==> src/rtl/pkc_pkg.sv <==
package pkc_pkg;

  typedef enum logic [1:0] {
    REG_CTRL = 2'd0,
    REG_CMD  = 2'd1,
    REG_FLAG = 2'd2
  } pkc_reg_e;

  localparam int CTRL_AUX_BIT   = 0;
  localparam int CTRL_IRQEN_BIT = 1;
  localparam int CMD_OFF_BIT    = 0;
  localparam int FLAG_KICK_BIT  = 0;

  // next power state: host owns it with main good, events own it without
  function automatic logic pkc_next_pwr(input logic main_ok, input logic aux_en,
                                        input logic kick_evt, input logic wake,
                                        input logic off_cmd, input logic cur);
    logic nxt;
    nxt = cur;
    if (main_ok) begin
      if (off_cmd) nxt = 1'b0;
    end else if ((kick_evt && aux_en) || wake) begin
      nxt = 1'b1;
    end
    return nxt;
  endfunction

  // sticky flag, set wins over clear
  function automatic logic pkc_next_flag(input logic set, input logic clr, input logic cur);
    return set | (cur & ~clr);
  endfunction

endpackage

==> src/rtl/pkc_kick_filter.sv <==
module pkc_kick_filter #(
  parameter int SYNC_STAGES = 2,
  parameter int DEB_LEN     = 4
) (
  input  logic clk,
  input  logic rst_n,
  input  logic kick_n,
  output logic kick_evt_o
);

  localparam int CNT_W = $clog2(DEB_LEN + 1);
  localparam logic [CNT_W-1:0] CNT_MAX  = CNT_W'(DEB_LEN);
  localparam logic [CNT_W-1:0] CNT_FIRE = CNT_W'(DEB_LEN - 1);

  logic [SYNC_STAGES-1:0] sync_q;
  logic [CNT_W-1:0]       low_cnt_q;
  logic                   lvl_s;
  logic                   evt_q;

  always_ff @(posedge clk or negedge rst_n) begin
    if (!rst_n) begin
      sync_q <= '1;
    end else begin
      sync_q[0] <= kick_n;
      for (int i = 1; i < SYNC_STAGES; i++) sync_q[i] <= sync_q[i-1];
    end
  end

  assign lvl_s = sync_q[SYNC_STAGES-1];

  // count consecutive low samples, saturate, fire once per run
  always_ff @(posedge clk or negedge rst_n) begin
    if (!rst_n) begin
      low_cnt_q <= '0;
      evt_q     <= 1'b0;
    end else begin
      evt_q <= !lvl_s && (low_cnt_q == CNT_FIRE);
      if (lvl_s)                  low_cnt_q <= '0;
      else if (low_cnt_q != CNT_MAX) low_cnt_q <= low_cnt_q + 1'b1;
    end
  end

  assign kick_evt_o = evt_q;

endmodule

==> src/rtl/pkc_power_fsm.sv <==
module pkc_power_fsm
  import pkc_pkg::*;
(
  input  logic clk,
  input  logic rst_n,
  input  logic main_ok,
  input  logic aux_en,
  input  logic kick_evt,
  input  logic wake,
  input  logic off_cmd,
  output logic pwr_on_o
);

  logic pwr_on_q;

  always_ff @(posedge clk or negedge rst_n) begin
    if (!rst_n) pwr_on_q <= 1'b0;
    else        pwr_on_q <= pkc_next_pwr(main_ok, aux_en, kick_evt, wake, off_cmd, pwr_on_q);
  end

  assign pwr_on_o = pwr_on_q;

endmodule

==> src/rtl/pkc_host_regs.sv <==
module pkc_host_regs
  import pkc_pkg::*;
#(
  parameter int DATA_W = 8
) (
  input  logic              clk,
  input  logic              rst_n,
  input  logic              wr_en,
  input  logic [1:0]        wr_addr,
  input  logic [DATA_W-1:0] wr_data,
  input  logic [1:0]        rd_addr,
  output logic [DATA_W-1:0] rd_data,
  input  logic              main_ok,
  input  logic              kick_evt,
  input  logic              pwr_on,
  output logic              aux_en_o,
  output logic              irq_en_o,
  output logic              off_cmd_o,
  output logic              flag_clr_o,
  output logic              flag_o
);

  logic [DATA_W-1:0] ctrl_q;
  logic              flag_q;
  logic              flag_set;

  assign off_cmd_o  = wr_en && (wr_addr == REG_CMD)  && wr_data[CMD_OFF_BIT];
  assign flag_clr_o = wr_en && (wr_addr == REG_FLAG) && wr_data[FLAG_KICK_BIT];
  assign flag_set   = kick_evt && main_ok;

  always_ff @(posedge clk or negedge rst_n) begin
    if (!rst_n) begin
      ctrl_q <= '0;
      flag_q <= 1'b0;
    end else begin
      if (wr_en && (wr_addr == REG_CTRL)) ctrl_q <= wr_data;
      flag_q <= pkc_next_flag(flag_set, flag_clr_o, flag_q);
    end
  end

  always_comb begin
    rd_data = '0;
    case (rd_addr)
      REG_CTRL: rd_data = ctrl_q;
      REG_CMD:  rd_data[CMD_OFF_BIT]   = pwr_on;
      REG_FLAG: rd_data[FLAG_KICK_BIT] = flag_q;
      default:  rd_data = '0;
    endcase
  end

  assign aux_en_o = ctrl_q[CTRL_AUX_BIT];
  assign irq_en_o = ctrl_q[CTRL_IRQEN_BIT];
  assign flag_o   = flag_q;

endmodule

==> src/rtl/pwr_kick_ctrl.sv <==
module pwr_kick_ctrl #(
  parameter int SYNC_STAGES = 2,
  parameter int DEB_LEN     = 4,
  parameter int DATA_W      = 8
) (
  input  logic              clk,
  input  logic              rst_n,
  input  logic              main_pwr_ok,
  input  logic              kick_n,
  input  logic              wake_evt,
  input  logic              wr_en,
  input  logic [1:0]        wr_addr,
  input  logic [DATA_W-1:0] wr_data,
  input  logic [1:0]        rd_addr,
  output logic [DATA_W-1:0] rd_data,
  output logic              pwr_en_n,
  output logic              irq_n
);

  // named internal events, visible to the bound checker
  logic kick_evt;
  logic aux_en;
  logic irq_en;
  logic off_cmd;
  logic flag_clr;
  logic kick_flag;
  logic pwr_on;

  pkc_kick_filter #(
    .SYNC_STAGES(SYNC_STAGES),
    .DEB_LEN    (DEB_LEN)
  ) u_filter (
    .clk       (clk),
    .rst_n     (rst_n),
    .kick_n    (kick_n),
    .kick_evt_o(kick_evt)
  );

  pkc_host_regs #(
    .DATA_W(DATA_W)
  ) u_regs (
    .clk       (clk),
    .rst_n     (rst_n),
    .wr_en     (wr_en),
    .wr_addr   (wr_addr),
    .wr_data   (wr_data),
    .rd_addr   (rd_addr),
    .rd_data   (rd_data),
    .main_ok   (main_pwr_ok),
    .kick_evt  (kick_evt),
    .pwr_on    (pwr_on),
    .aux_en_o  (aux_en),
    .irq_en_o  (irq_en),
    .off_cmd_o (off_cmd),
    .flag_clr_o(flag_clr),
    .flag_o    (kick_flag)
  );

  pkc_power_fsm u_power (
    .clk     (clk),
    .rst_n   (rst_n),
    .main_ok (main_pwr_ok),
    .aux_en  (aux_en),
    .kick_evt(kick_evt),
    .wake    (wake_evt),
    .off_cmd (off_cmd),
    .pwr_on_o(pwr_on)
  );

  assign pwr_en_n = ~pwr_on;
  assign irq_n    = ~(kick_flag & irq_en);

endmodule

==> config.mk <==
export PLATFORM = sky130hd
export DESIGN_NAME = pwr_kick_ctrl
export DESIGN_NICKNAME = d
export VERILOG_FILES = /design/src/rtl/pkc_pkg.sv /design/src/rtl/pkc_kick_filter.sv /design/src/rtl/pkc_power_fsm.sv /design/src/rtl/pkc_host_regs.sv /design/src/rtl/pwr_kick_ctrl.sv
export SDC_FILE = /design/constraint.sdc
export NUM_CORES = 1
export LEC_CHECK = 0
export BUFFER_PORTS_ARGS = -buffer_cell sky130_fd_sc_hd__buf_2
export CAP_MARGIN = 20
export CELL_PAD_IN_SITES_DETAIL_PLACEMENT = 0
export CELL_PAD_IN_SITES_GLOBAL_PLACEMENT = 1
export CORE_MARGIN = 2
export CORE_UTILIZATION = 36
export CTS_CLUSTER_SIZE = 40
export DETAILED_ROUTE_END_ITERATION = 8
export GPL_ROUTABILITY_DRIVEN = 1
export PLACE_DENSITY = 0.72
export SKIP_CTS_REPAIR_TIMING = 1
export SLEW_MARGIN = 20
export SYNTH_ARGS = -nofsm -noshare
export SYNTH_HDL_FRONTEND = slang
export SYNTH_HIERARCHICAL = 1
export SYNTH_SLANG_ARGS = --single-unit
==> constraint.sdc <==
create_clock -name clk -period 1.6 [get_ports clk]
set_clock_uncertainty 0.05 [all_clocks]
set_input_delay 0.08 -clock clk [delete_from_list [all_inputs] [get_ports clk]]
set_output_delay 0.08 -clock clk [all_outputs]
set_load 0.05 [all_outputs]
==> results.yml, run 1 <==
placed_design:
  io_buffers: 27
  gp_congestion: 0.646
  dp_hpwl_mm: 1.02
synthesis:
  synth_most_common_cell: "dfrtp_1"
  synth.top_cell.area_share_pct: 46.3
  synth_cells: 61
  ys_async_sr_fraction_pct: 100
  synthTopCellsByArea: "dfrtp_1 (46%), mux2_2 (12%), dfstp_2 (6.9%), and2_1 (5.8%), ha_1 (5.0%)"
  synth_nets: 82
  yosys.area.top_type: "dfrtp_1"
  synth_area_per_cell_um2: 12.4
  synthDistinctLibCells: 21
  yosys_most_used_dff: "dfrtp_1"
  yosys-top-cells-count: "dfrtp_1 (14), mux2_2 (8), and2_1 (7)"
  seq_area_frac_synth_pct: 53.2
  synth_area_um2: 757
  synth_edf_count: 0
  ys_seq_elements: 16
  ys_warn_count: 6
power:
  power_frac_seq_pct: 46.2
  clkPwrFrac_pct: 22.0
  power_density_mw_per_mm2: 1100
  power.share.switching_pct: 33.7
  power.switching_uw: 402
  power_uw: 1190
  power_leakage_uw: 0.000530
  p_comb_share_pct: 31.8
  p_int_uw: 791
  ir_drop_mv: 0.671
job:
  maxCapViolCount: 0
route:
  ant_nets: 0
  vias: 596
  first_iter_violations: 2
  wl_per_cell_um: 10.8
  first_pass_iters: 2
  viasPerCell: 4.55
  drc_errors: 0
  wirelength_mm: 1.41
clock_network:
  insertion_delay_ns: 0.28
  cts_buffers: 3
  cts_tree: "built"
  htreeDepth: 1
  clkSlewWorstSetupHoldPaths_ns: 0.09
  cts_root_buf: "clkbuf_4"
  cts_buffer_depth: 2
  cts_sinks: 16
sta:
  relSlewSlack_pct: 70.9
  fin_crit_sh_pct: 86.5
  finalMaxSlewViolations: 0
  worst_slew_pin_slew_ns: 0.436
  tns_ns: 0
  hold_viol_final: 0
  timing.fmax_mhz: 722
  hold_ws_ns: 0.155
  rsz0062_at_grt: "false"
  min_period_ns: 1.38
  final-setup-viol-count: 0
die:
  die_x_um: 49.9
  core-area_mm2: 0.00198
  rows: 16
  start_util_pct: 38.2
  die_h_um: 49.9
  num_io_pins: 28
  dieArea_mm2: 0.00249
outcome:
  outcome: "complete, no violations"
grt:
  grt.total_usage_pct: 11.5
  grt_max_degree: 17
  grt_pass1_wl_mm: 2.06
  grt-ovfl-total: 0
  top_usage_layer: "met2"
  grtUsageMet3_pct: 4.85
  grtUsageMet1_pct: 14.5
  grt_pass1_vias: 458
  use_met2_pct: 17.6
  antenna_found_initial: 0
final_layout:
  layout.nets: 126
  fillCellCount: 175
  syn2layout_area_growth_pct: 43.0
  antennaDiodeCount: 0
  drive_gt1_share_pct: 45.2
critical_path:
  setup.worst_path.class: "flip-flop to flip-flop"
  critPathLaunchType: "flip-flop"
  critPathArrivalTime_ns: 1.50
  end_kind: "flip-flop"
  rr_startpoint: "u_filter/kick_evt_o"
  worstPathMaxFanout: 2
  cp.required_ns: 1.72
  crit_start: "u_filter/kick_evt_o"
min_path:
  hp-start: "wr_en"
  hold_class: "primary input to flip-flop"
final cells by class:
cell class	instances	area [µm²]	area share, %
flip-flops and latches	16	403	37.2
multi-input cells	40	335	31.0
repair buffers	39	255	23.6
clock buffers	4	36.3	3.35
well taps	27	33.8	3.12
inverters	5	18.8	1.73
logic make-up after synthesis:
kind of cell	share of synthesized area, %
AO/OA/AOI/OAI	8.93
multiplexers	13.2
AND/OR/NAND/NOR	17.2
flip-flops	53.2
buffers and inverters	2.48
adder cells (fa/ha/maj)	4.96
power by group through the flow:
stage          registers (µW)  logic (µW)  clock network (µW)
2_1_floorplan             542         274                   0
3_3_place_gp              556         345                   0
3_5_place_dp              560         356                   0
4_1_cts                   551         357                 278
5_1_grt                   563         415                 304
6_report                  551         379                 263
worst paths after layout:
check	to	slack, ns	cells past startpoint
min in group asynchronous	u_regs/ctrl_q[5]	0.18	2
max in group asynchronous	u_filter/sync_q[1]	1.00	2
hold reg to reg	u_filter/sync_q[1]	0.31	0
hold / removal	u_regs/flag_o	0.16	3
setup reg to reg	u_power/pwr_on_o	0.22	3
setup / recovery	u_power/pwr_on_o	0.22	3
state kept, by name, summed over array words and instances (netlist names):
signal / cells
u_filter/kick_evt_o: 1
u_regs/ctrl_q: 8
u_filter/sync_q: 2
u_filter/low_cnt_q: 3
u_power/pwr_on_o: 1
u_regs/flag_o: 1
worst max-delay path: stages, from the launching register on:
cell and delay [ns]:
dfrtp_1 0.40, a211oi_2 0.23, a21oi_2 0.04, dlygate4sd3_1 0.55
metal layers:
metal	part of all wire, %	routed length [µm]	vias up
li1	-	-	296
met1	42	597	285
met2	53	746	15
met3	4.5	64	0
met4	0	0	0
met5	0	0	-
per-stage QoR:
stage / setup slack (ns) / instances / utilization [%] / cell area [µm²]
2_1_floorplan: 0.340 / 61 / - / 757
6_report: 0.216 / 131 / 54.6 / 1080
3_5_place_dp: 0.397 / 115 / 46.7 / 926
5_1_grt: 0.178 / 131 / 54.6 / 1080
3_3_place_gp: 0.425 / 115 / 46.7 / 926
4_1_cts: 0.303 / 119 / 48.5 / 962
layout by cell type (no fill, tap or decap), drive strengths merged:
| master | Yosys | routed |
|---|---|---|
| dfstp | 2 | 2 |
| nor3b | 1 | 1 |
| a21oi | 4 | 4 |
| dlygate4sd3 | 0 | 12 |
| o21ai | 2 | 2 |
| a21o | 1 | 1 |
| nor2 | 1 | 1 |
| inv | 5 | 5 |
| nand2b | 1 | 1 |
| mux2i | 1 | 1 |
| nand3b | 1 | 1 |
| a211oi | 1 | 1 |
| dfrtp | 14 | 14 |
| nand2 | 3 | 3 |
| and4b | 2 | 2 |
| nor2b | 1 | 1 |
| a21bo | 1 | 1 |
| buf | 0 | 27 |
| nand3 | 2 | 2 |
| and2 | 7 | 7 |
| mux2 | 8 | 8 |
| clkbuf | 0 | 4 |
| ha | 3 | 3 |
Note: power is estimated with default switching activity, not from simulation.
==> run 2, diff against run 1 <==
Settings changed: CORE_MARGIN 2 to unset.
==> run 2 against run 1 <==
Largest power group unchanged. Sequential share of layout area unchanged. Non-clock buffer count did not move. Critical path type unchanged. Worst hold slack gained 0.017 ns. Critical endpoint unchanged. Largest cell class unchanged. Worst setup slack improved by 0.0053 ns. Fmax rose by 0.39%.
==> results.yml, run 2 (same netlist as run 1, synthesis figures left out) <==
route:
  drc_errors: 0
  first_iter_violations: 1
  ant_nets: 0
  wirelength_mm: 1.37
  wl_per_cell_um: 10.4
  viasPerCell: 4.55
  vias: 596
  first_pass_iters: 2
critical_path:
  cp.required_ns: 1.71
  rr_worst_depth: 3
  crit_slowest_cell: "dlygate4sd3_1"
  rr_endpoint: "u_power/pwr_on_o"
  cp_num_buf_inv: 1
  worstPathMaxFanout: 2
  critPathArrivalTime_ns: 1.49
  reg2reg_slack_ns: 0.22
  worstPathCellList: "a211oi_2 > a21oi_2 > dlygate4sd3_1"
  critPathMaxStageDelay_ns: 0.55
  critPathLaunchType: "flip-flop"
  rr_startpoint: "u_filter/kick_evt_o"
  setup.worst_path.class: "flip-flop to flip-flop"
  end_kind: "flip-flop"
  crit_family: "buffers and inverters"
final_layout:
  fin_area_mm2: 0.00108
  antennaDiodeCount: 0
  final_core_util_pct: 55.2
  biggestRegsByFlops: "u_regs/ctrl_q (8), u_filter/low_cnt_q (3), u_filter/sync_q (2)"
  drive_gt1_share_pct: 45.2
  regMostFlops: "u_regs/ctrl_q"
  largest_reg_flops: 8
  final_common_cell: "buf_2"
  layout.nets: 126
  syn2layout_area_growth_pct: 43.0
  layout_common_cells: "buf_2 (27), dfrtp_1 (14), dlygate4sd3_1 (12)"
sta:
  final-setup-viol-count: 0
  timing.fmax_mhz: 725
  finalMaxSlewViolations: 0
  worst_slew_pin_slew_ns: 0.420
  min_period_ns: 1.38
  hold_viol_final: 0
  rsz0062_at_grt: "false"
  fin_crit_sh_pct: 86.2
  tns_ns: 0
  hold_ws_ns: 0.173
  relSlewSlack_pct: 72.0
clock_network:
  insertion_delay_ns: 0.28
  cts_root_buf: "clkbuf_4"
  cts_sinks: 16
  cts_buffers: 3
  htreeDepth: 1
  clkSlewWorstSetupHoldPaths_ns: 0.10
  cts_tree: "built"
  cts_buffer_depth: 2
placed_design:
  io_buffers: 27
  dp_hpwl_um: 953
  postPlaceCellArea_um2: 926
  gp_congestion: 0.715
grt:
  grt.total_usage_pct: 11.6
  antenna_found_initial: 0
  grt_max_degree: 17
  grt_pass1_vias: 430
  grt-ovfl-total: 0
  grt_pass1_wl_mm: 1.77
power:
  ir_drop_mv: 0.741
  power_uw: 1190
  power_density_mw_per_mm2: 1100
  power_leakage_uw: 0.000530
die:
  core-area_mm2: 0.00196
  die_h_um: 47.9
  start_util_pct: 38.6
  rows: 16
  num_io_pins: 28
  dieArea_mm2: 0.00229
  die_x_um: 47.9
outcome:
  outcome: "complete, no violations"
min_path:
  hold_class: "primary input to async pin"
job:
  maxCapViolCount: 0
## run 2: worst reg2reg max path, delay by kind of cell (launching register included)
kind | cells | cell delay [ns]
flops | 1 | 0.40
buf+inv | 1 | 0.55
compound gates | 2 | 0.28
## run 2: routing by layer
metal  wire length [µm]  up-vias  GRT usage [%]  part of all wire (%)
met5                  0        -              0                     0
met3                 56        0           3.40                   4.1
li1                   -      297              -                     -
met2                671       17           17.0                    49
met4                  0        0           6.67                     0
met1                637      282           15.2                    47
## run 2: power breakdown
| group | internal (µW) | switching, µW | total [µW] |
|---|---|---|---|
| Clock | 138 | 124 | 262 |
| Sequential | 487 | 60.9 | 548 |
| Combinational | 164 | 211 | 376 |
| Total | 790 | 396 | 1190 |
## run 2: worst max-delay path by stage
stage                        startpoint          endpoint  slack (ns)  depth (start not counted)
finish              u_filter/kick_evt_o  u_power/pwr_on_o        0.22                          3
global route        u_filter/kick_evt_o  u_power/pwr_on_o        0.16                          3
CTS                    u_regs/ctrl_q[0]        rd_data[0]        0.30                          3
detailed placement           wr_addr[1]  u_regs/ctrl_q[4]        0.40                          3
global placement             wr_addr[1]  u_regs/ctrl_q[2]        0.42                          3
floorplan              u_regs/ctrl_q[0]        rd_data[0]        0.34                          2
## run 2: cell type report
type / instances / area (µm²)
multi-input cells: 40 / 335
inverters: 5 / 18.8
clock buffers: 4 / 36.3
repair buffers: 39 / 255
flip-flops and latches: 16 / 403
well taps: 27 / 33.8
fillers: 184 / 880
## run 2: metrics by stage
step | std cells | setup slack, ns
finish | 131 | 0.221
global route | 131 | 0.161
CTS | 119 | 0.302
detailed placement | 115 | 0.402
global placement | 115 | 0.423
floorplan | 61 | 0.340
==> run 3, diff against run 2 <==
Settings changed: CORE_UTILIZATION 36 to 31, PLACE_DENSITY 0.72 to 0.63.
==> run 3 against run 2 <==
Non-clock buffer count down 1. Global-route usage decreased by 0.64 points. Final area is 0.81% lower. Clock power is 3% lower. Cell count did not move. Via count down 2.3%. Worst setup slack gained 0.085 ns. Routed wire length grew 5.7%.
==> results.yml, run 3 (same netlist as run 1, synthesis figures left out) <==
power:
  power.switching_uw: 397
  ir_drop_mv: 0.713
  power_leakage_uw: 0.000527
  power_frac_seq_pct: 46.7
  clkPwrFrac_pct: 21.6
  power.share.switching_pct: 33.6
  power_uw: 1180
  p_comb_share_pct: 31.7
  power_density_mw_per_mm2: 1100
  p_int_uw: 785
grt:
  grt-ovfl-total: 0
  grt_pass1_wl_mm: 2.15
  grt_pass1_vias: 535
  antenna_found_initial: 0
  grt_max_degree: 17
  grt.total_usage_pct: 11.0
critical_path:
  cp_num_buf_inv: 1
  end_kind: "output port"
  worstPathCellList: "mux2i_1 > o21ai_1 > buf_2"
  crit_family: "flip-flops"
  critPathArrivalTime_ns: 1.16
  critPathMaxStageDelay_ns: 0.40
  cp.required_ns: 1.47
  crit_slowest_cell: "dfrtp_1"
  critPathLaunchType: "flip-flop"
  worstPathMaxFanout: 3
  setup.worst_path.class: "flip-flop to output port"
route:
  ant_nets: 0
  wirelength_mm: 1.44
  viasPerCell: 4.44
  vias: 582
  first_iter_violations: 6
  first_pass_iters: 3
  drc_errors: 0
  wl_per_cell_um: 11.0
final_layout:
  final_common_cell: "buf_2"
  largest_reg_flops: 8
  layout.nets: 125
  regMostFlops: "u_regs/ctrl_q"
  syn2layout_area_growth_pct: 41.8
  biggestRegsByFlops: "u_regs/ctrl_q (8), u_filter/low_cnt_q (3), u_filter/sync_q (2)"
  antennaDiodeCount: 0
  layout_common_cells: "buf_2 (27), dfrtp_1 (14), dlygate4sd3_1 (11)"
  drive_gt1_share_pct: 45.6
  fin_area_mm2: 0.00107
die:
  die_h_um: 51.4
  core-area_mm2: 0.00225
  dieArea_mm2: 0.00264
  rows: 17
  num_io_pins: 28
  start_util_pct: 33.6
  die_x_um: 51.4
clock_network:
  cts_root_buf: "clkbuf_4"
  insertion_delay_ns: 0.27
  htreeDepth: 1
  cts_sinks: 16
  clkSlewWorstSetupHoldPaths_ns: 0.09
  cts_tree: "built"
  cts_buffer_depth: 2
  cts_buffers: 3
placed_design:
  dp_hpwl_mm: 1.06
  io_buffers: 27
  gp_congestion: 0.635
  postPlaceCellArea_um2: 927
sta:
  hold_ws_ns: 0.00506
  min_period_ns: 1.29
  finalMaxSlewViolations: 0
  relSlewSlack_pct: 71.5
  worst_slew_pin_slew_ns: 0.427
  final-setup-viol-count: 0
  hold_viol_final: 0
  tns_ns: 0
  timing.fmax_mhz: 773
  fin_crit_sh_pct: 80.9
  rsz0062_at_grt: "false"
job:
  maxCapViolCount: 0
min_path:
  hold_class: "primary input to flip-flop"
outcome:
  outcome: "complete, no violations"
[run 3: cell types whose count changed in the layout (fill, tap and decap cells not counted)]
cell,change
dlygate4sd3_1,-1
[run 3: power groups by stage]
stage | sequential, µW | clock (µW) | combinational [µW]
5_1_grt | 563 | 286 | 415
3_5_place_dp | 562 | 0 | 357
6_report | 552 | 255 | 374
3_3_place_gp | 558 | 0 | 347
2_1_floorplan | 542 | 0 | 274
4_1_cts | 554 | 270 | 359
[run 3: per-layer routing]
metal | up-vias | GRT usage [%] | wire (µm)
li1 | 294 | - | -
met1 | 272 | 13.1 | 603
met2 | 14 | 19.5 | 775
met3 | 2 | 1.79 | 52
met4 | 0 | 4.05 | 10
met5 | - | 0 | 0
[run 3: cell type report]
type / count / area, µm²
Fill cell: 230 / 1180
Multi-Input combinational cell: 40 / 335
Timing Repair Buffer: 38 / 245
Clock buffer: 4 / 36.3
Sequential cell: 16 / 403
Inverter: 5 / 18.8
Tap cell: 28 / 35.0
[run 3: metrics by stage]
step                      setup slack, ns  utilization [%]  std cells
after global placement              0.415             41.1        116
after floorplan                     0.340                -         61
after CTS                           0.291             42.7        120
final                               0.306             47.6        131
after global routing                0.266             47.6        131
after detailed placement            0.422             41.1        116
[run 3: final timing paths]
kind | from | end | slack (ns) | cells after the start
setup / recovery | u_regs/ctrl_q[0] | rd_data[0] | 0.31 | 3
hold / removal | wake_evt | u_power/pwr_on_o | 0.005 | 3
setup reg to reg | u_filter/low_cnt_q[0] | u_filter/low_cnt_q[1] | 0.42 | 4
hold reg to reg | u_filter/sync_q[0] | u_filter/sync_q[1] | 0.31 | 0
max in group asynchronous | rst_n | u_filter/sync_q[1] | 1.00 | 2
min in group asynchronous | rst_n | u_regs/ctrl_q[1] | 0.19 | 2
[run 3: worst reg2reg max path, stage by stage (launching register included)]
cell     delay [ns]
dfrtp_1        0.41
inv_1          0.06
ha_1           0.27
a21bo_1        0.21
a21oi_2        0.12
